File: src/rtl/uart_rx_pkg.sv
package uart_rx_pkg;

    typedef enum logic [2:0] {
        ST_HUNT,
        ST_START,
        ST_DATA,
        ST_STOP,
        ST_WAITHI
    } rx_state_e;

    typedef struct packed {
        logic [8:0] word;
        logic       noisy;
        logic       bad_stop;
    } rx_frame_t;

    function automatic logic maj3(input logic a, input logic b, input logic c);
        return (a & b) | (a & c) | (b & c);
    endfunction

    function automatic logic split3(input logic a, input logic b, input logic c);
        return !((a == b) && (b == c));
    endfunction

endpackage

File: src/rtl/rx_vote.sv
module rx_vote #(
    parameter int unsigned OSR = 16
) (
    input  logic                   clk,
    input  logic                   rst,
    input  logic                   tick,
    input  logic                   rxd,
    input  logic [$clog2(OSR)-1:0] phase,
    output logic                   vote,
    output logic                   disagree
);
    import uart_rx_pkg::*;

    localparam int unsigned CW = $clog2(OSR);
    localparam logic [CW-1:0] PH_A = CW'(OSR / 2 - 1);
    localparam logic [CW-1:0] PH_B = CW'(OSR / 2);

    logic samp_a, samp_b;

    always_ff @(posedge clk) begin
        if (rst) begin
            samp_a <= 1'b1;
            samp_b <= 1'b1;
        end else if (tick) begin
            if (phase == PH_A) samp_a <= rxd;
            if (phase == PH_B) samp_b <= rxd;
        end
    end

    // third sample is the live line value at phase OSR/2+1
    always_comb begin
        vote     = maj3(samp_a, samp_b, rxd);
        disagree = split3(samp_a, samp_b, rxd);
    end

endmodule

File: src/rtl/rx_deser.sv
module rx_deser #(
    parameter int unsigned OSR = 16
) (
    input  logic                  clk,
    input  logic                  rst,
    input  logic                  tick,
    input  logic                  rxd,
    input  logic                  rx_en,
    input  logic                  word9,
    output logic                  done,
    output uart_rx_pkg::rx_frame_t frame,
    output logic                  hunting
);
    import uart_rx_pkg::*;

    localparam int unsigned CW = $clog2(OSR);
    localparam logic [CW-1:0] PH_C   = CW'(OSR / 2 + 1);
    localparam logic [CW-1:0] PH_END = CW'(OSR - 1);
    localparam logic [CW-1:0] PH_ONE = CW'(1);

    rx_state_e     state;
    logic [CW-1:0] cnt;
    logic [3:0]    bidx;
    logic [8:0]    shreg;
    logic          noisy;
    logic          vote, disagree;
    logic [3:0]    last_bit;

    rx_vote #(.OSR(OSR)) vote_i (
        .clk      (clk),
        .rst      (rst),
        .tick     (tick),
        .rxd      (rxd),
        .phase    (cnt),
        .vote     (vote),
        .disagree (disagree)
    );

    assign last_bit = word9 ? 4'd8 : 4'd7;
    assign hunting  = (state == ST_HUNT);
    assign done     = rx_en && tick && (state == ST_STOP) && (cnt == PH_C);

    always_comb begin
        frame.word     = {word9 & shreg[8], shreg[7:0]};
        frame.noisy    = noisy | disagree;
        frame.bad_stop = !vote;
    end

    always_ff @(posedge clk) begin
        if (rst || !rx_en) begin
            state <= ST_HUNT;
            cnt   <= '0;
            bidx  <= '0;
            shreg <= '0;
            noisy <= 1'b0;
        end else if (tick) begin
            case (state)
                ST_HUNT: begin
                    if (!rxd) begin
                        state <= ST_START;
                        cnt   <= PH_ONE;
                        noisy <= 1'b0;
                    end
                end
                ST_START: begin
                    cnt <= cnt + 1'b1;
                    if (cnt == PH_C) begin
                        noisy <= noisy | disagree;
                        if (vote) state <= ST_HUNT;
                    end
                    if (cnt == PH_END) begin
                        state <= ST_DATA;
                        bidx  <= '0;
                    end
                end
                ST_DATA: begin
                    cnt <= cnt + 1'b1;
                    if (cnt == PH_C) begin
                        shreg[bidx] <= vote;
                        noisy       <= noisy | disagree;
                    end
                    if (cnt == PH_END) begin
                        if (bidx == last_bit) state <= ST_STOP;
                        else                  bidx  <= bidx + 1'b1;
                    end
                end
                ST_STOP: begin
                    cnt <= cnt + 1'b1;
                    if (cnt == PH_C) state <= vote ? ST_HUNT : ST_WAITHI;
                end
                ST_WAITHI: begin
                    if (rxd) state <= ST_HUNT;
                end
                default: state <= ST_HUNT;
            endcase
        end
    end

    AST_DISABLED_HUNT: assert property (@(posedge clk) disable iff (rst)
        !rx_en |=> state == ST_HUNT);

    AST_FALSE_START: assert property (@(posedge clk) disable iff (rst)
        (rx_en && tick && state == ST_START && cnt == PH_C && vote) |=> state == ST_HUNT);

endmodule

File: src/rtl/rx_idle_det.sv
module rx_idle_det #(
    parameter int unsigned OSR = 16
) (
    input  logic clk,
    input  logic rst,
    input  logic tick,
    input  logic rxd,
    input  logic rx_en,
    input  logic hunting,
    input  logic word9,
    input  logic char_done,
    output logic idle_pulse
);
    localparam int unsigned IW = $clog2(12 * OSR);
    localparam logic [IW-1:0] LIM8 = IW'(10 * OSR - 1);
    localparam logic [IW-1:0] LIM9 = IW'(11 * OSR - 1);

    logic [IW-1:0] run;
    logic          seen;
    logic [IW-1:0] lim;

    assign lim        = word9 ? LIM9 : LIM8;
    assign idle_pulse = seen && tick && rxd && hunting && (run == lim);

    always_ff @(posedge clk) begin
        if (rst || !rx_en) begin
            run  <= '0;
            seen <= 1'b0;
        end else begin
            if (char_done)       seen <= 1'b1;
            else if (idle_pulse) seen <= 1'b0;
            if (!rxd || !hunting || char_done) run <= '0;
            else if (tick && seen && run != lim) run <= run + 1'b1;
        end
    end

    AST_IDLE_ONE_PULSE: assert property (@(posedge clk) disable iff (rst)
        idle_pulse |=> !idle_pulse);

endmodule

File: src/rtl/rx_status.sv
module rx_status (
    input  logic                   clk,
    input  logic                   rst,
    input  logic                   done,
    input  uart_rx_pkg::rx_frame_t frame,
    input  logic                   idle_pulse,
    input  logic                   stat_rd,
    input  logic                   data_rd,
    input  logic                   rie,
    input  logic                   ilie,
    input  logic                   gmask,
    output logic [7:0]             rx_data,
    output logic                   rx_bit8,
    output logic                   flag_full,
    output logic                   flag_ovr,
    output logic                   flag_noise,
    output logic                   flag_ferr,
    output logic                   flag_idle,
    output logic                   irq_rx,
    output logic                   irq_idle
);
    import uart_rx_pkg::*;

    logic [8:0] buf_q;
    logic       full_q, ovr_q, noise_q, ferr_q, idle_q, armed_q;
    logic       clr;

    assign clr = data_rd && armed_q;

    always_ff @(posedge clk) begin
        if (rst) begin
            buf_q   <= '0;
            full_q  <= 1'b0;
            ovr_q   <= 1'b0;
            noise_q <= 1'b0;
            ferr_q  <= 1'b0;
            idle_q  <= 1'b0;
            armed_q <= 1'b0;
        end else begin
            if (clr) begin
                full_q  <= 1'b0;
                ovr_q   <= 1'b0;
                noise_q <= 1'b0;
                ferr_q  <= 1'b0;
                idle_q  <= 1'b0;
            end
            if (done) begin
                if (!full_q || clr) begin
                    buf_q   <= frame.word;
                    full_q  <= 1'b1;
                    noise_q <= frame.noisy;
                    ferr_q  <= frame.bad_stop;
                end else begin
                    ovr_q <= 1'b1;
                end
            end
            if (idle_pulse) idle_q <= 1'b1;
            if (done || idle_pulse || clr) armed_q <= 1'b0;
            else if (stat_rd)              armed_q <= 1'b1;
        end
    end

    always_comb begin
        rx_data    = buf_q[7:0];
        rx_bit8    = buf_q[8];
        flag_full  = full_q;
        flag_ovr   = ovr_q;
        flag_noise = noise_q;
        flag_ferr  = ferr_q;
        flag_idle  = idle_q;
        irq_rx     = (full_q | ovr_q) & rie & !gmask;
        irq_idle   = idle_q & ilie & !gmask;
    end

    AST_OVR_HOLDS_WORD: assert property (@(posedge clk) disable iff (rst)
        $rose(ovr_q) |-> $stable(buf_q));

    AST_NOCLR_UNARMED: assert property (@(posedge clk) disable iff (rst)
        (data_rd && !armed_q && full_q) |=> full_q);

    AST_LOAD_ON_DONE: assert property (@(posedge clk) disable iff (rst)
        (done && !full_q) |=> full_q);

endmodule

File: src/rtl/uart_rx_stat.sv
module uart_rx_stat #(
    parameter int unsigned OSR = 16
) (
    input  logic       clk,
    input  logic       rst,
    input  logic       os_tick,
    input  logic       rxd,
    input  logic       rx_en,
    input  logic       word9,
    input  logic       rie,
    input  logic       ilie,
    input  logic       gmask,
    input  logic       stat_rd,
    input  logic       data_rd,
    output logic [7:0] rx_data,
    output logic       rx_bit8,
    output logic       flag_full,
    output logic       flag_ovr,
    output logic       flag_noise,
    output logic       flag_ferr,
    output logic       flag_idle,
    output logic       irq_rx,
    output logic       irq_idle
);
    import uart_rx_pkg::*;

    logic      done, hunting, idle_pulse;
    rx_frame_t frame;

    rx_deser #(.OSR(OSR)) deser_i (
        .clk     (clk),
        .rst     (rst),
        .tick    (os_tick),
        .rxd     (rxd),
        .rx_en   (rx_en),
        .word9   (word9),
        .done    (done),
        .frame   (frame),
        .hunting (hunting)
    );

    rx_idle_det #(.OSR(OSR)) idle_i (
        .clk        (clk),
        .rst        (rst),
        .tick       (os_tick),
        .rxd        (rxd),
        .rx_en      (rx_en),
        .hunting    (hunting),
        .word9      (word9),
        .char_done  (done),
        .idle_pulse (idle_pulse)
    );

    rx_status status_i (
        .clk        (clk),
        .rst        (rst),
        .done       (done),
        .frame      (frame),
        .idle_pulse (idle_pulse),
        .stat_rd    (stat_rd),
        .data_rd    (data_rd),
        .rie        (rie),
        .ilie       (ilie),
        .gmask      (gmask),
        .rx_data    (rx_data),
        .rx_bit8    (rx_bit8),
        .flag_full  (flag_full),
        .flag_ovr   (flag_ovr),
        .flag_noise (flag_noise),
        .flag_ferr  (flag_ferr),
        .flag_idle  (flag_idle),
        .irq_rx     (irq_rx),
        .irq_idle   (irq_idle)
    );

endmodule

File: config.mk
export PLATFORM = sky130hd
export DESIGN_NAME = uart_rx_stat
export DESIGN_NICKNAME = d
export VERILOG_FILES = /design/src/rtl/uart_rx_pkg.sv /design/src/rtl/rx_vote.sv /design/src/rtl/rx_deser.sv /design/src/rtl/rx_idle_det.sv /design/src/rtl/rx_status.sv /design/src/rtl/uart_rx_stat.sv
export SDC_FILE = /design/constraint.sdc
export NUM_CORES = 1
export LEC_CHECK = 0
export ABC_AREA = 1
export BUFFER_PORTS_ARGS = -buffer_cell sky130_fd_sc_hd__buf_2
export CORE_MARGIN = 2
export CORE_UTILIZATION = 35
export DETAILED_ROUTE_END_ITERATION = 12
export SLEW_MARGIN = 0
export SYNTH_ARGS = -nofsm -noshare
export SYNTH_HDL_FRONTEND = slang
export SYNTH_SLANG_ARGS = --single-unit
File: constraint.sdc
create_clock -name clk -period 4.25 [get_ports clk]
set_input_delay 0.425 -clock clk [delete_from_list [all_inputs] [get_ports clk]]
set_output_delay 0.425 -clock clk [all_outputs]
set_load 0.02 [all_outputs]
======== Word-level counts from Yosys, hierarchy flattened ========
Index checks and enable logic that the tools add are counted.
cells by class
  add/subtract/negate cells ............... 3
  magnitude comparators ................... 2
  eq/ne operators ......................... 23
  muxes and demuxes ....................... 40
  bitwise gates (word level) .............. 12
  reductions and logical operators ........ 42
operators with widths
  kind                 number
  $mux 3               9
  $mux 4               5
  $mux 1               19
  $pmux 4 s2           2
  $pmux 3 s5           1
  $eq 4x4->1 const B   3
  $logic_and 1x1->1    11
  $reduce_bool 2->1    5
  $bwmux 9             1
  $add 4x1->4 const B  2
  $add 8x1->8 const B  1
  $and 1x1->1          8
  $eq 8x8->1           1
  $ne 2x1->1 const B   4
  $ne 2x2->1 const B   4
  $ne 8x8->1           1
  $reduce_and 8->1     1
  $logic_not 1->1      7
  $eq 3x2->1 const B   2
  $logic_or 1x1->1     6
  $mux 6               1
  $ne 3x1->1 const B   2
  $reduce_and 2->1     3
  $reduce_and 3->1     2
  15 further kinds     21
word-level totals
  register bits ........................... 47
  input bits .............................. 11
  output and inout port bits .............. 16
  logic and storage cells ................. 138

======== Depth between registers and ports, before layout ========
Gate-level depths: netlist of run 1.
  depth in word-level cells ............... 7
  gate-level depth with buffers ........... 12
  depth with buffers taken out ............ 12

======== By module ========
Synthesis of run 1 repeated with hierarchy kept, for this count alone.
unflattened totals
  cell total of the unflattened synthesis .. 385
  area total of the unflattened synthesis .. 2651.3 µm²
by module, submodules not included
  module       times used  cells an instance  area an instance (µm²)  seq. area each (µm²)
  rx_deser     1           189                1278.7                  420.4
  rx_status    1           84                 640.6                   300.3
  rx_idle_det  1           90                 581.8                   180.2
  rx_vote      1           22                 150.1                   40.0

======== Worst setup path after synthesis of run 1 ========
OpenSTA, ideal clock, no wires.
  kind .................................... register to output
  start point ............................. register status_i.full_q (netlist: status_i.flag_full)
  end point ............................... output port irq_rx
  arrival time ............................ 1061 ps
  required time ........................... 3825 ps
  slack ................................... 2764 ps
  cell stages (with the launch flop) ...... 3
  cell sequence ........................... dfxtp_1 nor2_1 nor3b_1
between the ends
  word-level cells in the longest chain between the ends .. 3
RTL lines
  what                      RTL line            text
  start: declaration        rx_status.sv:25     logic full_q, ovr_q, noise_q, ferr_q, idle_q, armed_q;
  start signal: assignment  rx_status.sv:33     full_q <= 1'b0;
  start signal: assignment  rx_status.sv:41     full_q <= 1'b0;
  start signal: assignment  rx_status.sv:50     full_q <= 1'b1;
  $or 1x1->1                rx_status.sv:71     irq_rx = (full_q | ovr_q) & rie & !gmask;
  $and 1x1->1 (2 in a row)  rx_status.sv:71
  end: declaration          uart_rx_stat.sv:22  output logic irq_rx,
No other way between the ends.

======== Worst setup path after layout of run 1 ========
  start point ............................. register deser_i.cnt[1]
  end point ............................... register status_i.ferr_q (netlist: status_i.flag_ferr)
between the ends
  word-level cells in the longest chain between the ends .. 3
RTL lines
  what                      RTL line         text
  start: declaration        rx_deser.sv:22   logic [CW-1:0] cnt;
  start signal: assignment  rx_deser.sv:66   cnt <= cnt + 1'b1;
  start signal: assignment  rx_deser.sv:77   cnt <= cnt + 1'b1;
  start signal: assignment  rx_deser.sv:88   cnt <= cnt + 1'b1;
  $eq 4x4->1                rx_deser.sv:41   assign done = rx_en && tick && (state == ST_STOP) && (cnt == PH_C);
  $logic_and 1x1->1         rx_deser.sv:41
  $mux 1                    rx_status.sv:47  if (done) begin
  end signal: assignment    rx_status.sv:52  ferr_q <= frame.bad_stop;
  end: declaration          rx_status.sv:25
No other way between the ends.
A chain may end at the register's enable or synchronous reset.

==> out/metrics.csv, run 1 <==
stage;metric;value;unit
timing;Setup-failing EPs final;0;
cells_and_area;Final Core Density;40.80;%
yosys;Syn Inst Count;344;
global_route;GR Util All Layers;14.34;%
worst_setup_path;crit path launch type;flop;
min_path;Worst Hold Class;primary input to flop;
clock_network;H-Tree Depth;2;
worst_setup_path;Worst EP arrival;1970;ps
yosys;synthesized area per cell;7.060;um^2
worst_setup_path;Crit Path Class;flop to flop;
yosys;Post-synth EDFFs;0;
global_route;grt ovf;0;
worst_setup_path;Critical Path RT;4440;ps
run;Max-Cap Viols;0;
route;initial drt markers;106;
clock_network;Clock Sinks;47;
placed_design;GP Congestion;0.8546;
timing;setup TNS;0;ps
global_route;vias in the first global route;1964;
worst_setup_path;Worst Path Max Fanout;22;
yosys;post-synthesis mux area share;0;%
die;core area;6756;um^2
die;row count;30;
worst_setup_path;r2r setup slk;2470;ps
pwr;pwr dens;309.7;nW/um^2
yosys;register area share after synthesis;38.74;%
yosys;Syn Nets;365;
yosys;post-synth top area share;38.74;%
yosys;Post-Synth Simple-Gate Area;31.01;%
route;via count;2163;
yosys;Yosys Warn Count;0;
die;Die H;87.30;um
cells_and_area;Layout area overhead;13.50;%
die;num ports;27;
timing;Hold Fails Final Rpt;0;
min_path;Worst Hold Endpoint;status_i.buf_q[8];
clock_network;post-CTS setup buffers;0;
yosys;largest family of logic cells by synthesized area;simple AND/OR/NAND/NOR gates;
clock_network;CTS root buf;clkbuf_8;
timing;Setup Skew;11.74;ps
worst_setup_path;CP Capture Type;flop;
clock_network;Num CTS Buffers;5;
pwr;P_leak;1.184;nW
route;WL/cell;11.18;um
clock_network;CTS clock-pin slew for the worst setup and hold paths;100;ps
timing;Worst Tran Pin Value;585.0;ps
die;die area;7621;um^2
timing;count of pins over their slew limit;0;
min_path;hold depth;2;
cells_and_area;commonest non-fill, non-tap cell in the layout;nand2_1;
clock_network;CTS Hold Bufs;0;
cells_and_area;Nets;394;
clock_network;TritonCTS clock tree;done;
route;residual DRC count;0;
route;DRT Pass-1 Iters;4;
timing;RSZ-0062 raised after global routing;false;
cells_and_area;ant diodes;0;
yosys;Most used DFF post-synth;dfxtp_1;
timing;Achievable Freq;561.0;MHz
global_route;largest net degree at the start of global routing;23;
worst_setup_path;FF-to-FF path depth;7;
timing;Rel. slew slack;60.91;%
clock_network;post_cts resized;0;
timing;Tcrit/Tclk final;41.94;%
timing;Tmin final;1783;ps
min_path;Hold Crit Start;rst;
clock_network;worst skew pair latency;300;ps
die;Initial Utilization;35.94;%
clock_network;clock tree buffer depth;2;
cells_and_area;most frequent cells in the layout;nand2_1, dfxtp_1, inv_1, a21oi_1, nor2_1;
route;DRT antenna net count;0;
yosys;post-synthesis register bit count;47;
pwr;VDD IR max;0.0001566;V
yosys;Compound-Gate Fraction of Synth Area;14.43;%
cells_and_area;layout cells sized above 1;15.78;%
timing;worst hold margin;352.8;ps
yosys;Async S/R FF share, synth;0;%
yosys;Synth Area in Adders;5.152;%
worst_setup_path;reg2reg start;deser_i.cnt[1];
yosys;synthesized cell area;2429;um^2
die;die width;87.30;um
yosys;Synth area leaders;dfxtp_1, nand2_1, a21oi_1;
route;DR vias/cell;4.764;
yosys;largest area contributor in the netlist;dfxtp_1;
global_route;initial antenna violation count;0;
run_status;status;finished clean;
placed_design;post-DP HPWL;3920;um
yosys;xor and xnor area share after synthesis;1.803;%
global_route;first-pass GRT wire length;8811;um
worst_setup_path;worst r2r dst;status_i.flag_ferr;
route;WL final;5075;um
yosys;Synth cell types;28;
placed_design;Port Buf Inserts;26;
cell families (layout without fill, tap and decap cells):
| logic type | Yosys count | after routing |
|---|---|---|
| AO/OA/AOI/OAI | 69 | 69 |
| adder cells (fa/ha/maj) | 10 | 10 |
| flip-flops | 47 | 47 |
| buffers and inverters | 55 | 85 |
| AND/OR/NAND/NOR | 158 | 158 |
| XOR/XNOR | 5 | 5 |
registers in the layout, summed over array words and instances, names as in the netlist, 3 cells and up:
register,count
status_i.buf_q,9
deser_i.bidx,4
deser_i.shreg,9
deser_i.state,3
idle_i.run,8
deser_i.cnt,4
synth_stat cells (4+ instances only):
cell type	n
nand4_1	10
nand2_2	5
ha_1	10
nor3_1	4
xor2_1	4
inv_2	7
a21oi_1	39
nand3_1	21
o21ai_0	27
nor2_1	30
nand2_1	73
inv_1	44
dfxtp_1	47
nand3_2	4
worst max-delay path, stage by stage, from the launching register on:
cell     delay (ps)
dfxtp_1         330
inv_1            90
ha_1            150
nand3_1         130
inv_1           230
nand3_2         360
o21ai_0         300
a21oi_1          60
metal layers:
layer | global-route usage [%] | share of wire (%) | up-vias
met5 | 0 | 0 | -
met4 | 2.937 | 0.73 | 0
met3 | 3.412 | 2.9 | 4
met2 | 23.76 | 47 | 24
met1 | 18.98 | 49 | 954
li1 | - | - | 1181
power by group:
group          internal [W]  leakage [nW]  switching (W)
Sequential         0.000443         0.379     0.00000432
Clock              0.000194        0.0618       0.000159
Combinational     0.0000170         0.743      0.0000365
Total              0.000654          1.18       0.000200
per-stage QoR:
step / power (W) / setup WS [ps] / cells / area (um^2)
floorplan: 0.0004940 / 2764 / 344 / 2429
global placement: 0.0005112 / 2331 / 446 / 2635
detailed placement: 0.0005120 / 2262 / 446 / 2635
CTS: 0.0008646 / 2470 / 454 / 2756
global route: 0.0008967 / 2244 / 454 / 2756
finish: 0.0008537 / 2467 / 454 / 2756
worst max-delay path by stage:
stage / from / endpoint / cells after the start
2_1_floorplan: status_i.flag_full / irq_rx / 2
3_3_place_gp: rst / deser_i.cnt[3] / 6
3_5_place_dp: rst / idle_i.run[7] / 6
4_1_cts: deser_i.cnt[0] / status_i.flag_ferr / 6
5_1_grt: deser_i.cnt[1] / status_i.buf_q[6] / 7
6_report: deser_i.cnt[1] / status_i.flag_ferr / 7
layout make-up:
type,count,area (um^2)
Clock buffer,6,82.58
Fill cell,740,4000
Multi-Input combinational cell,242,1272
Sequential cell,47,940.9
Inverter,51,191.4
Timing Repair Buffer,26,130.1
Clock inverter,2,38.79
Tap cell,80,100.1
(Power assumes the default switching activity.)
==> run 2: changes to the inputs <==
ABC_AREA = 0   (was 1)
clock period = 1.6 ns   (was 4.25 ns; I/O delays follow)
==> out/metrics.csv, run 2 <==
stage;metric;value;unit;change
clock_network;worst skew pair latency;300;ps;about the same
worst_setup_path;r2r setup slk;-40;ps;-2500 ps
die;core area;6756;um^2;unchanged
worst_setup_path;Worst EP arrival;1840;ps;-130 ps
placed_design;DP Area;2945;um^2;+12%
worst_setup_path;CP endpoint;status_i.buf_q[0];;
min_path;Worst Hold Class;primary input to flop;;
global_route;vias in the first global route;1910;;-2.7%
cells_and_area;Fillers;664;;-10%
route;initial drt markers;103;;-2.8%
worst_setup_path;Max stage delay on crit path;370;ps;about the same
cells_and_area;commonest non-fill, non-tap cell in the layout;dfxtp_1;;
timing;Tcrit/Tclk final;102.2;%;+60 points
yosys;Synth cell types;50;;+79%
cells_and_area;most frequent cells in the layout;dfxtp_1, buf_4, nor2_1, buf_2, nand2_1;;
timing;Hold Fails Final Rpt;0;;unchanged
placed_design;GP Congestion;0.8588;;+0.49%
worst_setup_path;Top delay family on crit path;flip-flops;;
clock_network;clock tree buffer depth;2;;unchanged
yosys;Synth top cells by count;dfxtp_1, nor2_1, nand2_1;;
run_status;failing checks;setup timing;;
worst_setup_path;FF-to-FF path depth;8;;+1
die;Die H;87.28;um;about the same
yosys;register area share after synthesis;38.76;%;about the same
timing;count of pins over their slew limit;0;;unchanged
route;WL final;5631;um;+11%
placed_design;Port Buf Inserts;26;;unchanged
cells_and_area;Layout area overhead;28.51;%;
yosys;largest area contributor in the netlist;dfxtp_1;;
worst_setup_path;Critical Path, Cell by Cell;inv_4, ha_4, and3b_2, nand4_1, a21oi_2, buf_12, mux2i_1, nor2_1;;
route;DR vias/cell;5.093;;+6.9%
timing;final worst slack;-35.07;ps;-2502 ps
clock_network;Num CTS Buffers;5;;unchanged
placed_design;post-DP HPWL;4218;um;+7.6%
yosys;Async S/R FF share, synth;0;%;unchanged
die;die area;7617;um^2;about the same
global_route;GR Util All Layers;15.40;%;+1.1 points
clock_network;CTS root buf;clkbuf_8;;
worst_setup_path;Critical Path RT;1810;ps;-2630 ps
route;residual DRC count;0;;unchanged
timing;Setup Skew;6.642;ps;-5.095 ps
clock_network;CTS clock-pin slew for the worst setup and hold paths;100;ps;about the same
clock_network;H-Tree Depth;2;;unchanged
clock_network;Clock Sinks;47;;unchanged
die;num ports;27;;unchanged
run;Max-Cap Viols;0;;unchanged
global_route;first-pass GRT wire length;9101;um;+3.3%
pwr;VDD IR max;0.0003952;V;+150%
global_route;initial antenna violation count;0;;unchanged
pwr;Total Power;0.002074;W;+140%
clock_network;TritonCTS clock tree;done;;
yosys;synthesized cell area;2427;um^2;about the same
timing;Rel. slew slack;78.30;%;+17 points
yosys;most frequent cell after synthesis;dfxtp_1;;
yosys;synthesized area per cell;8.731;um^2;+24%
route;WL/cell;13.41;um;+20%
global_route;grt ovf;0;;unchanged
die;row count;30;;unchanged
worst_setup_path;CP Buf/Inv Count;2;;unchanged
yosys;Yosys Warn Count;0;;unchanged
yosys;post-synth top area share;38.76;%;about the same
cells_and_area;Top Registers;deser_i.shreg (9), status_i.buf_q (9), idle_i.run (8);;
timing;Worst Tran Pin Value;322.1;ps;-262.9 ps
cells_and_area;Nets;360;;-8.6%
worst_setup_path;reg2reg start;deser_i.cnt[1];;
route;DRT Pass-1 Iters;4;;unchanged
timing;RSZ-0062 raised after global routing;true;;
worst_setup_path;Worst setup startpoint;deser_i.cnt[1];;
timing;Setup-failing EPs final;10;;+10
yosys;Post-synth EDFFs;0;;unchanged
cells_and_area;layout cells sized above 1;31.47;%;+16 points
timing;Achievable Freq;611.6;MHz;+9.0%
yosys;Syn Inst Count;278;;-19%
yosys;post-synthesis register bit count;47;;unchanged
worst_setup_path;worst r2r dst;status_i.buf_q[0];;
worst_setup_path;crit path launch type;flop;;
worst_setup_path;Slowest-stage cell, CP;dfxtp_4;;
cells_and_area;design area;3119;um^2;+13%
worst_setup_path;CP Depth;8;;+1
pwr;P_leak;1.141;nW;-3.6%
run_status;status;finished with violations;;
yosys;Most used DFF post-synth;dfxtp_1;;
worst_setup_path;CP Capture Type;flop;;
cells_and_area;ant diodes;0;;unchanged
timing;Tmin final;1635;ps;-147.5 ps
global_route;largest net degree at the start of global routing;18;;-22%
worst_setup_path;Crit Path Class;flop to flop;;
route;via count;2139;;-1.1%
yosys;Synth area leaders;dfxtp_1, nor2_1, ha_1;;
worst_setup_path;Worst Path Max Fanout;10;;-55%
die;Initial Utilization;35.93;%;about the same
timing;worst hold margin;111.4;ps;-241.4 ps
yosys;Syn Nets;299;;-18%
die;die width;87.28;um;about the same
route;DRT antenna net count;0;;unchanged
pwr;pwr dens;664.9;nW/um^2;+110%
-- run 2: cell types whose count changed after synthesis, sizes merged, moves of 7 or more --
cell | previous run | this run
nand2b | 0 | 11
inv | 51 | 7
nand2 | 78 | 25
a21oi | 39 | 22
mux2i | 0 | 12
nand3 | 26 | 9
o21ai | 28 | 9
nand4 | 10 | 2
nor3 | 5 | 12
-- run 2: cells by family (layout without fill, tap and decap cells) --
family	count (synthesis)	count (layout)	synth area share [%]
flops	47	47	38.76
simple gates	127	127	29.12
compound gates	53	53	14.85
mux	13	13	5.413
buf+inv	19	81	3.454
xor+xnor	9	9	3.248
fa+ha+maj	10	10	5.155
-- run 2: per-stage QoR --
step	TNS, ps	worst slack (ps)	instances	util (%)
floorplan	-302.3	-35.61	278	-
global placement	-155.0	-22.35	412	43.59
detailed placement	-545.3	-71.47	412	43.59
CTS	-415.9	-55.63	420	45.13
global route	-1828	-170.9	420	46.17
finish	-260.6	-35.07	420	46.17
-- run 2: layout make-up --
type | instances | area (um^2) | share of cell area [%]
Inverter | 7 | 28.78 | 0.9226
Sequential cell | 47 | 960.9 | 30.81
Timing Repair Buffer | 66 | 454.2 | 14.56
Clock inverter | 3 | 27.53 | 0.8825
Tap cell | 80 | 100.1 | 3.209
Multi-Input combinational cell | 212 | 1479 | 47.41
Clock buffer | 5 | 68.82 | 2.206
-- run 2: worst min path at each step --
stage / from / to / slack (ps) / cells after the start
floorplan: word9 / status_i.buf_q[8] / 320 / 2
global placement: stat_rd / status_i.armed_q / 430 / 2
detailed placement: stat_rd / status_i.armed_q / 440 / 2
CTS: stat_rd / status_i.armed_q / 110 / 2
global route: stat_rd / status_i.armed_q / 110 / 2
finish: stat_rd / status_i.armed_q / 110 / 2
-- run 2: report_power, final --
group / internal, W / switching [W]
sequential: 0.00117 / 0.00000448
clock: 0.000324 / 0.000453
combinational: 0.0000531 / 0.0000720
total: 0.00154 / 0.000529
-- run 2: worst reg2reg max path, cell delays in order, from the launching register on --
cell,delay [ps]
dfxtp_4,370
inv_4,60
ha_4,120
and3b_2,190
nand4_1,130
a21oi_2,240
buf_12,180
mux2i_1,190
nor2_1,50
-- run 2: timing repair --
item                       in CTS  in global routing
setup endpoints to repair      21                 38
hold buffers                    0                  0
pin swaps                       5                  8
buffers inserted                0                  0
gates resized for setup         4                 20
-- run 2: layer usage --
metal  vias to the layer above  part of all wire (%)  GRT usage [%]
met3                         4                   4.7          3.602
li1                       1107                     -              -
met4                         0                  0.82          4.476
met1                       988                    49          21.59
met5                         -                     0              0
met2                        40                    46          23.55
